--- config.mk ---
export PLATFORM = sky130hd
export DESIGN_NAME = clkrst_ctrl
export DESIGN_NICKNAME = d
export VERILOG_FILES = /design/src/rtl/clkrst_pkg.sv /design/src/rtl/clkrst_rst_seq.sv /design/src/rtl/clkrst_ce_div.sv /design/src/rtl/clkrst_stop_ctl.sv /design/src/rtl/clkrst_ctrl.sv
export SDC_FILE = /design/constraint.sdc
export NUM_CORES = 1
export LEC_CHECK = 0
export BUFFER_PORTS_ARGS = -buffer_cell sky130_fd_sc_hd__buf_2
export CAP_MARGIN = 10
export CORE_ASPECT_RATIO = 0.8
export CORE_UTILIZATION = 25
export DETAILED_ROUTE_END_ITERATION = 10
export PLACE_DENSITY = 0.48
export SYNTH_ARGS = -nofsm -noshare
export SYNTH_HDL_FRONTEND = slang
export SYNTH_HIERARCHICAL = 1
export SYNTH_SLANG_ARGS = --single-unit
export TNS_END_PERCENT = 10
--- constraint.sdc ---
create_clock -name clk -period 4.4 [get_ports clk]
set_input_delay 0.88 -clock clk [delete_from_list [all_inputs] [get_ports clk]]
set_output_delay 0.88 -clock clk [all_outputs]
set_load 0.05 [all_outputs]
--- src/rtl/clkrst_pkg.sv ---
package clkrst_pkg;
    localparam int unsigned DIV_W = 5;
    localparam logic [DIV_W-1:0] DIV_MIN = 5'd6;
    localparam logic [DIV_W-1:0] DIV_MAX = 5'd16;
    localparam logic [DIV_W-1:0] DIV_DEF = 5'd8;

    typedef enum logic [1:0] {
        RS_RUN  = 2'd0,
        RS_LOW  = 2'd1,
        RS_HOLD = 2'd2
    } rst_state_e;
endpackage

--- src/rtl/clkrst_rst_seq.sv ---
module clkrst_rst_seq
    import clkrst_pkg::*;
#(
    parameter int unsigned MIN_LOW = 1920,
    parameter int unsigned HOLD13  = 364800,
    parameter int unsigned HOLD12  = 384000
) (
    input  logic clk,
    input  logic arst_n,
    input  logic tick,
    input  logic pin_n,
    input  logic freq_sel,
    output logic rst_o
);
    localparam int unsigned HMAX   = (HOLD12 > HOLD13) ? HOLD12 : HOLD13;
    localparam int unsigned HCNT_W = $clog2(HMAX + 1);
    localparam int unsigned FCNT_W = $clog2(MIN_LOW + 1);

    typedef struct packed {
        logic [1:0]        sync;
        rst_state_e        st;
        logic [FCNT_W-1:0] fcnt;
        logic [HCNT_W-1:0] hcnt;
    } seq_t;

    localparam seq_t SEQ_RST = '{sync: 2'b00, st: RS_LOW, fcnt: '0, hcnt: '0};

    seq_t q, d;
    logic pin_hi;
    logic [HCNT_W-1:0] hold_last;

    always_comb begin
        d         = q;
        d.sync    = {q.sync[0], pin_n};
        pin_hi    = q.sync[1];
        hold_last = freq_sel ? HCNT_W'(HOLD12 - 1) : HCNT_W'(HOLD13 - 1);
        case (q.st)
            RS_RUN: begin
                if (pin_hi) begin
                    d.fcnt = '0;
                end else if (tick) begin
                    if (q.fcnt == FCNT_W'(MIN_LOW - 1)) begin
                        d.st   = RS_LOW;
                        d.fcnt = '0;
                    end else begin
                        d.fcnt = q.fcnt + 1'b1;
                    end
                end
            end
            RS_LOW: begin
                if (pin_hi) begin
                    d.st   = RS_HOLD;
                    d.hcnt = '0;
                end
            end
            RS_HOLD: begin
                if (!pin_hi) begin
                    d.st = RS_LOW;
                end else if (tick) begin
                    if (q.hcnt == hold_last) begin
                        d.st   = RS_RUN;
                        d.fcnt = '0;
                    end else begin
                        d.hcnt = q.hcnt + 1'b1;
                    end
                end
            end
            default: d.st = RS_LOW;
        endcase
    end

    always_ff @(posedge clk or negedge arst_n) begin
        if (!arst_n) q <= SEQ_RST;
        else         q <= d;
    end

    assign rst_o = (q.st != RS_RUN);

    // internal reset is released only while the synchronized pin is high
    assert_release_needs_pin_R1: assert property (@(posedge clk) disable iff (!arst_n)
        $fell(rst_o) |-> $past(q.sync[1]));

    // internal reset is raised only after the synchronized pin has been low
    assert_assert_needs_low_R2: assert property (@(posedge clk) disable iff (!arst_n)
        $rose(rst_o) |-> !$past(q.sync[1]));
endmodule

--- src/rtl/clkrst_ce_div.sv ---
module clkrst_ce_div
    import clkrst_pkg::*;
(
    input  logic             clk,
    input  logic             arst_n,
    input  logic             srst,
    input  logic             tick,
    input  logic             slow_tick,
    input  logic             src_strap,
    input  logic             src_we,
    input  logic             src_val,
    input  logic             div_we,
    input  logic [DIV_W-1:0] div_val,
    output logic             ce_o
);
    typedef struct packed {
        logic [DIV_W-1:0] ratio;
        logic             pend_v;
        logic [DIV_W-1:0] pend;
        logic [DIV_W-1:0] dcnt;
        logic             src;
        logic             ce;
    } div_t;

    localparam div_t DIV_RST = '{ratio: DIV_DEF, pend_v: 1'b0, pend: '0,
                                 dcnt: '0, src: 1'b0, ce: 1'b0};

    div_t q, d;
    logic wrap;
    logic val_ok;

    always_comb begin
        d      = q;
        wrap   = tick && (q.dcnt == q.ratio - DIV_W'(1));
        val_ok = (div_val >= DIV_MIN) && (div_val <= DIV_MAX);
        if (srst) begin
            d     = DIV_RST;
            d.src = src_strap;
        end else begin
            if (tick) begin
                if (wrap) begin
                    d.dcnt = '0;
                    if (q.pend_v) begin
                        d.ratio  = q.pend;
                        d.pend_v = 1'b0;
                    end
                end else begin
                    d.dcnt = q.dcnt + 1'b1;
                end
            end
            if (div_we && val_ok) begin
                d.pend_v = 1'b1;
                d.pend   = div_val;
            end
            if (src_we) d.src = src_val;
            d.ce = q.src ? slow_tick : wrap;
        end
    end

    always_ff @(posedge clk or negedge arst_n) begin
        if (!arst_n) q <= DIV_RST;
        else         q <= d;
    end

    assign ce_o = q.ce;

    // the active ratio never leaves the legal range
    assert_ratio_range_R4: assert property (@(posedge clk) disable iff (!arst_n)
        (q.ratio >= DIV_MIN) && (q.ratio <= DIV_MAX));

    // the ratio changes only at a divided-clock boundary or by internal reset
    assert_ratio_at_edge_R5: assert property (@(posedge clk) disable iff (!arst_n)
        !$stable(q.ratio) |-> ($past(srst) ||
            ($past(tick) && ($past(q.dcnt) == $past(q.ratio) - DIV_W'(1)))));

    // on the slow source the enable repeats the slow tick one clock later
    assert_slow_follow_R6: assert property (@(posedge clk) disable iff (!arst_n)
        ($past(q.src) && !$past(srst)) |-> (q.ce == $past(slow_tick)));
endmodule

--- src/rtl/clkrst_stop_ctl.sv ---
module clkrst_stop_ctl (
    input  logic clk,
    input  logic arst_n,
    input  logic srst,
    input  logic pin,
    input  logic wake_ack,
    output logic stop_req,
    output logic wake_req,
    output logic stop_o
);
    typedef struct packed {
        logic [1:0] sync;
        logic       prev;
        logic       stop;
        logic       wpend;
        logic       sreq;
        logic       wreq;
    } stp_t;

    localparam stp_t STP_RST = '{sync: 2'b00, prev: 1'b0, stop: 1'b0,
                                 wpend: 1'b0, sreq: 1'b0, wreq: 1'b0};

    stp_t q, d;
    logic rise, fall;

    always_comb begin
        d      = q;
        d.sync = {q.sync[0], pin};
        d.prev = q.sync[1];
        rise   = q.sync[1] & ~q.prev;
        fall   = ~q.sync[1] & q.prev;
        d.sreq = 1'b0;
        d.wreq = 1'b0;
        if (srst) begin
            d.stop  = 1'b0;
            d.wpend = 1'b0;
        end else begin
            if (rise) begin
                d.sreq  = 1'b1;
                d.stop  = 1'b1;
                d.wpend = 1'b0;
            end
            if (fall) begin
                d.wreq = 1'b1;
                if (q.stop) d.wpend = 1'b1;
            end
            if (wake_ack && q.wpend) begin
                d.stop  = 1'b0;
                d.wpend = 1'b0;
            end
        end
    end

    always_ff @(posedge clk or negedge arst_n) begin
        if (!arst_n) q <= STP_RST;
        else         q <= d;
    end

    assign stop_req = q.sreq;
    assign wake_req = q.wreq;
    assign stop_o   = q.stop;

    // one pulse per rising sleep edge
    assert_stop_single_R8: assert property (@(posedge clk) disable iff (!arst_n)
        stop_req |=> !stop_req);

    // one pulse per falling sleep edge
    assert_wake_single_R9: assert property (@(posedge clk) disable iff (!arst_n)
        wake_req |=> !wake_req);

    // the two requests never coincide
    assert_req_exclusive_R8: assert property (@(posedge clk) disable iff (!arst_n)
        $onehot0({stop_req, wake_req}));

    // stop mode ends only through an acknowledge or internal reset
    assert_stop_exit_R9: assert property (@(posedge clk) disable iff (!arst_n)
        $fell(stop_o) |-> ($past(wake_ack) || $past(srst)));
endmodule

--- src/rtl/clkrst_ctrl.sv ---
module clkrst_ctrl
    import clkrst_pkg::*;
#(
    parameter int unsigned MIN_LOW_TICKS = 1920,
    parameter int unsigned HOLD13_TICKS  = 364800,
    parameter int unsigned HOLD12_TICKS  = 384000
) (
    input  logic             clk,
    input  logic             arst_n,
    input  logic             ref_tick,
    input  logic             slow_tick,
    input  logic             rst_pin_n,
    input  logic             sleep_pin,
    input  logic             freq_strap,
    input  logic             src_strap,
    input  logic             src_we,
    input  logic             src_val,
    input  logic             div_we,
    input  logic [DIV_W-1:0] div_val,
    input  logic             wake_ack,
    output logic             cpu_ce,
    output logic             sys_rst,
    output logic             stop_req,
    output logic             wake_req
);
    logic rst_int;
    logic ce_raw;
    logic stop_act;

    clkrst_rst_seq #(
        .MIN_LOW (MIN_LOW_TICKS),
        .HOLD13  (HOLD13_TICKS),
        .HOLD12  (HOLD12_TICKS)
    ) u_rst (
        .clk      (clk),
        .arst_n   (arst_n),
        .tick     (ref_tick),
        .pin_n    (rst_pin_n),
        .freq_sel (freq_strap),
        .rst_o    (rst_int)
    );

    clkrst_ce_div u_div (
        .clk       (clk),
        .arst_n    (arst_n),
        .srst      (rst_int),
        .tick      (ref_tick),
        .slow_tick (slow_tick),
        .src_strap (src_strap),
        .src_we    (src_we),
        .src_val   (src_val),
        .div_we    (div_we),
        .div_val   (div_val),
        .ce_o      (ce_raw)
    );

    clkrst_stop_ctl u_stop (
        .clk      (clk),
        .arst_n   (arst_n),
        .srst     (rst_int),
        .pin      (sleep_pin),
        .wake_ack (wake_ack),
        .stop_req (stop_req),
        .wake_req (wake_req),
        .stop_o   (stop_act)
    );

    assign cpu_ce  = ce_raw & ~stop_act & ~rst_int;
    assign sys_rst = rst_int;
endmodule

### After elaboration in Yosys (flattened, before gate mapping)

Cells that the tools add are included.

* register bits: 59
* bits in latches: 0
* RAM bits: 0
* memory bits (read-only): 0
* input bits: 17
* memories kept: 0

* $add $sub $neg: 4
* multipliers: 0
* divide/modulo/power cells: 0
* magnitude comparators: 2
* equal/unequal tests: 16
* shifts and indexed selects: 0
* mux-type cells: 32
* bitwise logic cells: 8
* reduce and logical (&&, ||, !) cells: 21

Operators with widths (count)
* $mux W19: 2
* $pmux W19 S2: 1
* $mux W32: 1
* $mux W30: 1
* $mux W13: 2
* $mux W6: 4
* $mux W11: 2
* $pmux W11 S2: 1
* $add A19 B1 Y19 const B: 1
* $eq A19 B19 Y1: 1
* $mux W18: 1
* $reduce_bool A2 Y1: 8
* $mux W15: 1
* $mux W2: 7
* $add A11 B1 Y11 const B: 1
* $eq A11 B11 Y1 const B: 1
* $mux W5: 2
* $reduce_and A5 Y1: 2
* $reduce_bool A3 Y1: 3
* $ne A2 B1 Y1 const B: 4
* $ne A2 B2 Y1 const B: 4
* $ne A3 B3 Y1 const B: 2
* $pmux W2 S3: 1
* $reduce_and A6 Y1: 1
* other kinds (16): 29

### Logic depth before layout (Yosys ltp)

Gate-level depths: netlist of run 1.

* depth after elaboration: 7
* depth in mapped cells: 6
* mapped depth without buffers: 6

### Modules after synthesis

The synthesis of run 1 kept the hierarchy.

Modules (own cells, without submodules)
* clkrst_rst_seq: times used 1, cells an instance 222, area each 1991.9 µm², sequential area each 852.1 µm²
* clkrst_ce_div: times used 1, cells an instance 98, area each 1009.7 µm², sequential area each 451.7 µm²
* clkrst_stop_ctl: times used 1, cells an instance 16, area each 229.0 µm², sequential area each 175.2 µm²
* clkrst_ctrl: times used 1, cells an instance 1, area each 12.5 µm², sequential area each 0.0 µm²

### Worst setup path after synthesis of run 1

Ideal clock, no wire load.

* path kind: flip-flop to output port
* start point: register u_rst/q[31] (netlist name)
* end point: output port cpu_ce
* arrival time: 1.628 ns
* required time: 3.520 ns
* path slack: 1.892 ns
* stages on the path, launching flop included: 3
* path through: dfrtp_1 or2_2 nor3b_2

* word-level cells in the longest chain between the ends: 3

Ends and longest elaborated chain
* start: declaration: line clkrst_rst_seq.sv:28 `seq_t q, d;`
* start signal: assignment: line clkrst_rst_seq.sv:73 `if (!arst_n) q <= SEQ_RST;`
* start signal: assignment: line clkrst_rst_seq.sv:74 `else q <= d;`
* $reduce_bool A2 Y1: line clkrst_rst_seq.sv:77 `assign rst_o = (q.st != RS_RUN);`
* via sys_rst: line clkrst_ctrl.sv:22 `output logic sys_rst,`
* $not A1 Y1: line clkrst_ctrl.sv:68 `assign cpu_ce = ce_raw & ~stop_act & ~rst_int;`
* $and A1 B1 Y1: line clkrst_ctrl.sv:68
* end: declaration: line clkrst_ctrl.sv:21 `output logic cpu_ce,`

The timed path passes the listed nets, and every way through them passes these cells.

### Worst setup path in the final report of run 1

* start point: register u_rst/q[31] (netlist name)
* end point: output port cpu_ce

* word-level cells in the longest chain between the ends: 3

Ends and longest elaborated chain (line)
* $reduce_bool A2 Y1: clkrst_rst_seq.sv:77
* $not A1 Y1: clkrst_ctrl.sv:68
* $and A1 B1 Y1: clkrst_ctrl.sv:68

Every way passes these cells.

==> results by group, run 1 <==
Yosys
  – Ys Warns: 6
  – Synth Area in Compound Gates: 16.59%
  – Synth Area in XOR/XNOR: 2.855%
  – Post-synth EDFFs: 0
  – Most used DFF post-synth: dfrtp_1
  – Cells after Synth: around 340
  – Mux cell area share after synthesis: 3.125%
  – Synthesized cell area: 3243 sq um
  – Simple-gate area share of the yosys netlist: 26.23%
  – Post-synthesis cell type count: 63
  – Sequential fraction of the synthesis area: 45.60%
  – Syn nets: ~360
  – Main combinational cell family by area after synthesis: simple AND/OR/NAND/NOR gates
  – Flops & latches, synth: 59
  – Synth async-reset ratio: 100.0%
  – Syn Area/Cell: 9.623 sq um
  – Synth Area in Adders: 1.852%

Setup path
  – CP arrival: 1850 ps
  – Critical Path Start Type: register
  – Slowest CP cell: or2_2
  – CP Class: register to output port
  – Slowest Stage Delay on Critical Path: about 570 ps
  – Critical path required time: 3520 ps
  – Worst path cell trace: or2_2, nor3b_2, buf_2
  – Delay-heaviest family, CP: simple AND/OR/NAND/NOR gates
  – Crit-path max FO: 34
  – Buf+Inv Stages, Crit Path: 1
  – Crit path capture type: output port

Power
  – Clock Power Share: 44.7%
  – Peak VDD IR: between 0.2 and 0.25 mV
  – Power Dens Cells: between 400 and 500 nW/um^2
  – Pwr Total: 1525 uW
  – Switch share: about a quarter
  – Internal power: 1120 uW
  – Switch Pwr: just over 400 uW
  – Flop pwr share: 42.8%
  – Combinational power share: 12.5%
  – Leak Pwr: around 0.0016 uW

Final layout
  – Antenna cells: 0
  – Fill cells: 1337
  – Fin nets: 381
  – Finished Cell Area: 3809 sq um
  – Fin cells: about 540
  – Share of post-route cells with drive strength above 1: 15.89%
  – Most frequent cells in the layout: dfrtp_1, nand2_1, o21ai_0
  – Area delta synth->final: 17.44%
  – Most common cell after layout, fill and taps aside: dfrtp_1

Timing
  – Slew Viols, Final: 0
  – Fin crit share: 62.15%
  – Crit path time final: 2735 ps
  – Worst-margin pin slew: 1058 ps
  – RSZ-0062 raised after global routing: false
  – Slack of the critical path: 1665 ps
  – Final count of hold timing violations: 0
  – Setup TNS: 0 ps
  – Slew headroom: 29.33%
  – Worst Skew: between 5 and 6 ps
  – Max Clock Freq: around 370 MHz
  – Final setup fails: 0

CTS
  – # resized after CTS: 0
  – CTS Hold Bufs: 0
  – Post-CTS setup buffer count: 0
  – H-tree depth: 3
  – Clock transition at path regs: roughly 50 ps
  – Skew-Pair Late Insertion Delay: ~330 ps
  – Root Driver: clkbuf_16
  – CTS tree: built
  – Total CTS buffers: 9
  – CTS max path bufs: 2
  – CTS Sinks: between 50 and 60

Detailed routing
  – Vias per inst: 4.937
  – DRC viols: 0
  – WL final: between 7 and 8 mm
  – Routed len/inst: 13.32 um
  – Iteration-0 DRC Markers: about 170
  – Vias: approximately 2600
  – Remaining antenna violation count after routing: 0
  – 1st-pass router iterations: 5

Run status
  – Status: finished, final reports clean

Placement
  – HPWL after detailed placement: 4.870 mm
  – Inst Count DP: between 500 and 600
  – Global placement routability congestion: 0.7594
  – Post-DP Area: between 3000 and 4000 sq um
  – IO Port Bufs: 20
  – Pre-CTS setup slack: between 1500 and 2000 ps

Floorplan
  – Initial core utilization: 26.09%
  – CORE AREA: ~12000 sq um
  – # rows: 36
  – IO Pins: 21
  – Die X-Extent: 129.3 um
  – Height of the die: 103.9 um
  – Die area: 13430 sq um

Flow run
  – Maxcap violations: 0

Min path
  – Hold Crit Class: register to register

Global routing
  – Vias in the first global route: roughly 2400
  – GRT Overall Usage: 11.45%
  – First-pass GRT wire length: 12.19 mm
  – Congestion Overflow GR: 0
  – Largest net degree at the start of global routing: 41
  – Initial antenna violation count: 0
Yosys cell counts (3+ instances only):
cell / instances / share of area (%)
ha_1: 4 / 1.5
or4_2: 5 / 1.4
nor4_1: 8 / 1.5
o21ai_0: 24 / 3.7
clkbuf_1: 5 / 0.58
nand3b_1: 4 / 0.93
nand2_1: 30 / 3.5
nor2b_1: 4 / 0.77
a21oi_1: 16 / 2.5
xor2_1: 4 / 1.1
xnor2_1: 4 / 1.1
nand2b_1: 14 / 2.7
nor3_1: 8 / 1.2
a41oi_1: 4 / 1.1
or4_1: 3 / 0.69
nand3_1: 22 / 3.4
dfrtp_1: 57 / 44
or3_1: 3 / 0.58
o211ai_1: 6 / 1.4
nand4_1: 9 / 1.7
mux2i_1: 9 / 2.8
a31oi_1: 12 / 2.3
and3_1: 4 / 0.77
inv_1: 17 / 2.0
nor2_1: 12 / 1.4
final timing paths:
kind                                endpoint  depth (start not counted)  slack (ps)         from
worst min-delay path            u_rst/pin_hi                          0         350  u_rst/d[33]
min in group asynchronous        u_rst/q[14]                          1         500       arst_n
max in group asynchronous        u_rst/q[30]                          2        3010       arst_n
worst max register to register   u_rst/q[20]                          5        1700  u_rst/q[11]
worst min register to register  u_rst/pin_hi                          0         350  u_rst/d[33]
worst max-delay path                  cpu_ce                          3        1670  u_rst/q[31]
layer usage:
metal | global-route usage (%) | up-vias | wire (um)
met3 | 3.447 | 4 | 291
met4 | 3.529 | 0 | 33
met5 | 0 | - | 0
li1 | - | 1313 | -
met1 | 16.79 | 1293 | 3678
met2 | 15.82 | 36 | 3138
power groups by stage:
stage	logic (uW)	clock network, uW	registers, uW
2_1_floorplan	146	0	649
3_3_place_gp	188	0	661
3_5_place_dp	193	0	660
4_1_cts	193	705	652
5_1_grt	216	727	660
6_report	191	681	653
final cells by class:
cell class,count,area [sq um],area share [%]
multi-input combinational,251,1643,43.13
sequential,59,1479,38.83
clock buffer,9,225.2,5.913
tap,171,214.0,5.618
timing repair buffer,22,115.1,3.022
clock inverter,7,68.82,1.807
inverter,17,63.81,1.675
cell families (layout without fill, tap and decap cells):
family	Yosys count	in the layout
fa+ha+maj	5	5
compound gates	83	83
simple gates	144	144
xor+xnor	9	9
mux	10	10
buf+inv	27	55
flops	59	59
flip-flops by register name (all words and copies together) (netlist names):
name and count:
u_rst/d 1, u_stop/stop_req 1, u_stop/stop_o 1, u_rst/q 32, u_div/q 17, u_stop/wake_req 1, u_rst/pin_hi 1, u_div/ce_o 1
u_stop/q 2, u_stop/d 2
through the flow:
stage	hold WS [ps]	utilization [%]
floorplan	331.2	-
global placement	334.2	28.27
detailed placement	337.2	28.27
CTS	349.2	30.64
global route	352.5	30.64
finish	346.7	30.64
No activity file was read; power rests on OpenSTA's default activity.
==> run 2, diff against run 1 <==
- ABC_AREA: unset -> 1
- PLACE_DENSITY: 0.48 -> 0.49
- clock period: 4.4 -> 2.4 ns (I/O delays scaled with it)
==> results by group, run 2 <==
Run status
  – Status: finished, final reports clean

Final layout
  – Register bank with the most flops: u_rst/q
  – Most frequent cells in the layout: nand2_1, dfrtp_1, inv_1
  – Antenna cells: 0
  – Multi-input logic area: 1817 sq um
  – Fill cells: 1480
  – Fin nets: ~510
  – Finished Cell Area: 4148 sq um
  – Seq. cell area: 1479 sq um
  – Top Registers: u_rst/q: 32 flops, u_div/q: 17 flops
  – Area delta synth->final: 17.18%
  – Most common cell after layout, fill and taps aside: nand2_1
  – Max reg flops: 32
  – Share of post-route cells with drive strength above 1: a little under a fifth

Timing
  – Final hold slack: 160.2 ps
  – Fin crit share: approximately 90%
  – Setup TNS: 0 ps
  – Final setup fails: 0
  – Worst-margin pin slew: 590.9 ps
  – Worst Skew: 5.745 ps
  – Crit path time final: 2124 ps
  – Slew Viols, Final: 0
  – Final count of hold timing violations: 0
  – RSZ-0062 raised after global routing: false
  – Slew headroom: approximately three fifths
  – Max Clock Freq: 470.8 MHz

CTS
  – H-tree depth: 3
  – # resized after CTS: 0
  – CTS Hold Bufs: 0
  – Total CTS buffers: 9
  – Post-CTS setup buffer count: 0
  – Skew-Pair Late Insertion Delay: 330 ps
  – CTS tree: built
  – CTS max path bufs: 2
  – CTS Sinks: around 60
  – Root Driver: clkbuf_16
  – Clock transition at path regs: 50 ps

Floorplan
  – Height of the die: 108.4 um
  – # rows: 38
  – CORE AREA: 13690 sq um
  – Initial core utilization: about 26%
  – IO Pins: 21
  – Die X-Extent: approximately 140 um
  – Die area: 14640 sq um

Placement
  – Global placement routability congestion: 0.7835
  – IO Port Bufs: 20
  – Post-DP Area: 3852 sq um
  – HPWL after detailed placement: between 5 and 6 mm

Yosys
  – Most used DFF post-synth: dfrtp_1
  – Most common cell in the netlist: nand2_1
  – Synth Area in Compound Gates: roughly 7.6%
  – Share of the synthesized area in the top cell type: 40.30%
  – Yosys top cell by area: dfrtp_1
  – Syn nets: 485
  – Cells after Synth: about 460
  – Flops & latches, synth: 59
  – Post-synth top cells: nand2_1, dfrtp_1, inv_1
  – Mux cell area share after synthesis: 0%
  – Synth Area in Adders: 1.414%
  – Main combinational cell family by area after synthesis: simple AND/OR/NAND/NOR gates
  – Synth area leaders: dfrtp_1, nand2_1, nand3_1
  – Synthesized cell area: 3540 sq um
  – Syn Area/Cell: about 7.6 sq um
  – Synth async-reset ratio: 100.0%
  – Sequential fraction of the synthesis area: 41.78%
  – Post-synth EDFFs: 0
  – Post-synthesis cell type count: 30
  – Ys Warns: 6
  – Synth Area in XOR/XNOR: 4.701%
  – Simple-gate area share of the yosys netlist: 37.58%

Global routing
  – Vias in the first global route: ~2900
  – GRT Overall Usage: 11.95%
  – Largest net degree at the start of global routing: 38
  – First-pass GRT wire length: 13.57 mm
  – Congestion Overflow GR: 0
  – Initial antenna violation count: 0

Power
  – Pwr Total: 3512 uW
  – Leak Pwr: 0.001987 uW
  – Peak VDD IR: 0.3424 mV
  – Power Dens Cells: 846.6 nW/um^2

Detailed routing
  – Vias per inst: 4.439
  – WL final: 7.499 mm
  – Routed len/inst: 11.08 um
  – Iteration-0 DRC Markers: 147
  – 1st-pass router iterations: 4
  – DRC viols: 0
  – Remaining antenna violation count after routing: 0
  – Vias: between 3000 and 4000

Setup path
  – Critical Path Start: u_rst/q[31]
  – CP arrival: 1640 ps
  – Critical path required time: 1920 ps
  – FF-to-FF path depth: 7
  – Critical Path Start Type: register
  – Worst R2R Setup Slack: between 500 and 600 ps
  – Critical R2R Launch: u_rst/q[30]
  – RR Endpoint: u_rst/q[8]
  – Crit-path max FO: 10
  – CP Class: register to output port
  – Crit path capture type: output port

Flow run
  – Maxcap violations: 0

Min path
  – Hold Crit Class: input pin to async pin
==> run 2: routing by layer <==
metal / vias up / wire (um) / GRT usage, %
li1: 1533 / - / -
met1: 1437 / 3954 / 15.71
met2: 33 / 3333 / 18.37
met3: 2 / 165 / 3.235
met4: 0 / 46 / 5.217
met5: - / 0 / 0
==> run 2: stage by stage <==
stage / instances / setup WS (ps) / util, %
final: 677 / 276.0 / 30.29
after global routing: 677 / 144.9 / 30.29
after CTS: 677 / 260.5 / 30.29
after detailed placement: 661 / 540.5 / 28.13
after global placement: 661 / 624.1 / 28.13
after floorplan: 464 / 426.4 / -
==> run 2: logic make-up after synthesis <==
| family | after synthesis |
|---|---|
| AND/OR/NAND/NOR | 286 |
| flip-flops | 59 |
| buffers and inverters | 58 |
| AO/OA/AOI/OAI | 38 |
| XOR/XNOR | 19 |
| adder cells (fa/ha/maj) | 4 |
==> run 2: worst max-delay path by stage <==
stage	to	slack, ps
after floorplan	cpu_ce	430
after global placement	u_rst/q[17]	620
after detailed placement	u_rst/q[17]	540
after CTS	cpu_ce	260
after global routing	cpu_ce	140
final	cpu_ce	280
==> run 2: worst max-delay path: stages, from the launching register on <==
cell     delay [ps]
dfrtp_1         490
nor2_1          230
inv_1           210
nor2_2          130
buf_2           260
==> run 2: layout make-up <==
type | instances | area share (%)
Multi-Input combinational cell | 347 | 43.80
Tap cell | 180 | 5.430
Clock buffer | 11 | 5.852
Timing Repair Buffer | 23 | 3.258
Sequential cell | 59 | 35.66
Inverter | 52 | 4.736
Clock inverter | 5 | 1.267
==> run 2: where the power goes <==
part	internal, uW	total [uW]	leakage [uW]	switching [uW]
registers	1170	1330	0.000783	156
clock network	825	1270	0.000145	442
logic	300	919	0.00106	619
==> run 3, diff against run 2 <==
- GPL_ROUTABILITY_DRIVEN: unset -> 1
- SYNTH_HIERARCHICAL: 1 -> unset
==> results by group, run 3 <==
Yosys
  – Flops & latches, synth: a little under 60
  – Share of the synthesized area in the top cell type: between 40% and 50%
  – Post-synthesis cell type count: 31
  – Synthesized cell area: roughly 3400 sq um
  – Synth area leaders: dfrtp_1, nand2_1, nor2_1
  – Post-synth EDFFs: 0
  – Ys Warns: 0
  – Post-synth top cells: nand2_1, nor2_1, dfrtp_1
  – Cells after Synth: 485
  – Most used DFF post-synth: dfrtp_1
  – Synth async-reset ratio: between 90% and 100%
  – Most common cell in the netlist: nand2_1
  – Syn nets: just over 500
  – Syn Area/Cell: 7.097 sq um
  – Sequential fraction of the synthesis area: 42.97%
  – Yosys top cell by area: dfrtp_1

Floorplan
  – Height of the die: around 110 um
  – Die X-Extent: roughly 130 um
  – Die area: 14240 sq um
  – # rows: 37
  – Initial core utilization: 26.18%
  – CORE AREA: 13150 sq um
  – IO Pins: 21

Setup path
  – Critical path required time: around 1900 ps
  – Crit path capture type: output port
  – FF-to-FF path depth: 9
  – Crit-path max FO: 7
  – Critical R2R Launch: u_rst.q[30]
  – CP Class: register to output port
  – CP arrival: 1590 ps
  – Critical Path Start Type: register
  – Worst R2R Setup Slack: 440 ps
  – RR Endpoint: u_rst.q[25]

Detailed routing
  – WL final: slightly below 8 mm
  – Routed len/inst: 11.32 um
  – Vias: 3073
  – Iteration-0 DRC Markers: 151
  – Met3 wire length: 296 um
  – Vias per inst: 4.454
  – DRC viols: 0
  – Remaining antenna violation count after routing: 0
  – 1st-pass router iterations: 5
  – Met2 wire length: 3.165 mm
  – Max Used Layer: met4
  – M1 WL: ~4.2 mm

Placement
  – Global placement routability congestion: 0.8909
  – Pre-CTS setup slack: 439.7 ps
  – IO Port Bufs: 20
  – HPWL after detailed placement: between 5 and 6 mm

Global routing
  – Congestion Overflow GR: 0
  – First-pass GRT wire length: about 14 mm
  – GRT Overall Usage: between 10% and 20%
  – Initial antenna violation count: 0
  – Largest net degree at the start of global routing: 27
  – Vias in the first global route: 3021

Timing
  – Worst-margin pin slew: 458.3 ps
  – Setup TNS: 0 ps
  – Final setup fails: 0
  – Worst Skew: ~4.6 ps
  – RSZ-0062 raised after global routing: false
  – Slew Viols, Final: 0
  – Fin crit share: 86.34%
  – Final count of hold timing violations: 0
  – Slew headroom: between 60% and 70%
  – Max Clock Freq: 482.6 MHz
  – Slack of the critical path: 327.7 ps
  – Crit path time final: 2072 ps

CTS
  – CTS Hold Bufs: 0
  – Clock transition at path regs: 60 ps
  – Root Driver: clkbuf_16
  – CTS tree: built
  – CTS Sinks: between 50 and 60
  – H-tree depth: 3
  – # resized after CTS: 0
  – Post-CTS setup buffer count: 0
  – Skew-Pair Late Insertion Delay: roughly 330 ps
  – CTS max path bufs: 2
  – Total CTS buffers: 9

Final layout
  – Antenna cells: 0
  – Max reg flops: 32
  – Register bank with the most flops: u_rst.q
  – Share of post-route cells with drive strength above 1: 12.23%
  – Seq. cell area: 1479 sq um
  – Area delta synth->final: 18.94%
  – Fill cells: 1448
  – Most frequent cells in the layout: nand2_1, nor2_1, dfrtp_1
  – Fin nets: 531
  – Multi-input logic area: 1695 sq um
  – Most common cell after layout, fill and taps aside: nand2_1
  – Top Registers: u_rst.q: 32 flops, u_div.q: 17 flops

Run status
  – Status: finished, final reports clean

Power
  – Power Dens Cells: 964.0 nW/um^2
  – Leak Pwr: approximately 0.0018 uW
  – Peak VDD IR: ~0.42 mV

Min path
  – Hold Crit Class: input pin to async pin

Flow run
  – Maxcap violations: 0
## run 3: cell types whose count changed in the layout (fill, tap and decap cells not counted), sizes merged, moves of 2 or more
cell    delta
nand2     -13
nor4       +2
nand3      +8
clkinv     -2
o21ai      +6
xnor2      -5
nand4      -6
inv        +5
nor2      +19
bufinv     +2
nand3b     -3
## run 3: worst max path at each step
| stage | startpoint | endpoint | slack, ps | cells past startpoint |
|---|---|---|---|---|
| final | u_rst.q[31] | cpu_ce | 330 | 4 |
| after global routing | u_rst.q[30] | u_rst.q[25] | 190 | 9 |
| after CTS | u_rst.q[31] | cpu_ce | 280 | 4 |
| after detailed placement | u_rst.q[30] | u_rst.q[25] | 440 | 9 |
| after global placement | u_div.q[13] | u_div.q[15] | 460 | 12 |
| after floorplan | u_rst.q[31] | cpu_ce | 310 | 3 |
## run 3: worst max-delay path: stages, from the launching register on
cell and delay [ps]:
dfrtp_1 440, nor2_2 310, inv_2 140, nor2_1 100
buf_2 260
## run 3: final cells by class
cell class / count / area share, %
Multi-Input combinational cell: 361 / 41.41
Sequential cell: 59 / 36.12
Clock buffer: 10 / 5.837
Tap cell: 175 / 5.348
Inverter: 55 / 5.043
Timing Repair Buffer: 24 / 3.484
Clock inverter: 6 / 2.751
## run 3: kinds of logic (layout without fill, tap and decap cells)
logic type	Yosys count	in the layout	share of synthesized area [%]
AND/OR/NAND/NOR	295	295	36.50
buffers and inverters	65	95	7.779
flip-flops	59	59	42.97
AO/OA/AOI/OAI	49	49	7.997
XOR/XNOR	13	13	3.308
adder cells (fa/ha/maj)	4	4	1.454
## run 3: metal layers
metal / global-route usage [%] / up-vias
li1: - / 1597
met1: 17.32 / 1416
met2: 17.99 / 46
met3: 3.688 / 14
met4: 5.276 / 0
met5: 0 / -
## run 3: through the flow
step | hold slack (ps) | area (sq um) | utilization (%) | power [uW] | cells
2_1_floorplan | 184.4 | 3442 | - | 2206 | 485
3_3_place_gp | 337.7 | 3742 | 28.46 | 2439 | 674
3_5_place_dp | 342.6 | 3742 | 28.46 | 2454 | 674
4_1_cts | 91.70 | 4094 | 31.14 | 4005 | 690
5_1_grt | 118.2 | 4094 | 31.14 | 4249 | 690
6_report | 87.50 | 4094 | 31.14 | 3947 | 690
## run 3: report_power, final
group          internal, uW  total [uW]  switching, uW
logic                   307        1130            826
registers              1160        1300            135
clock network          1040        1520            475
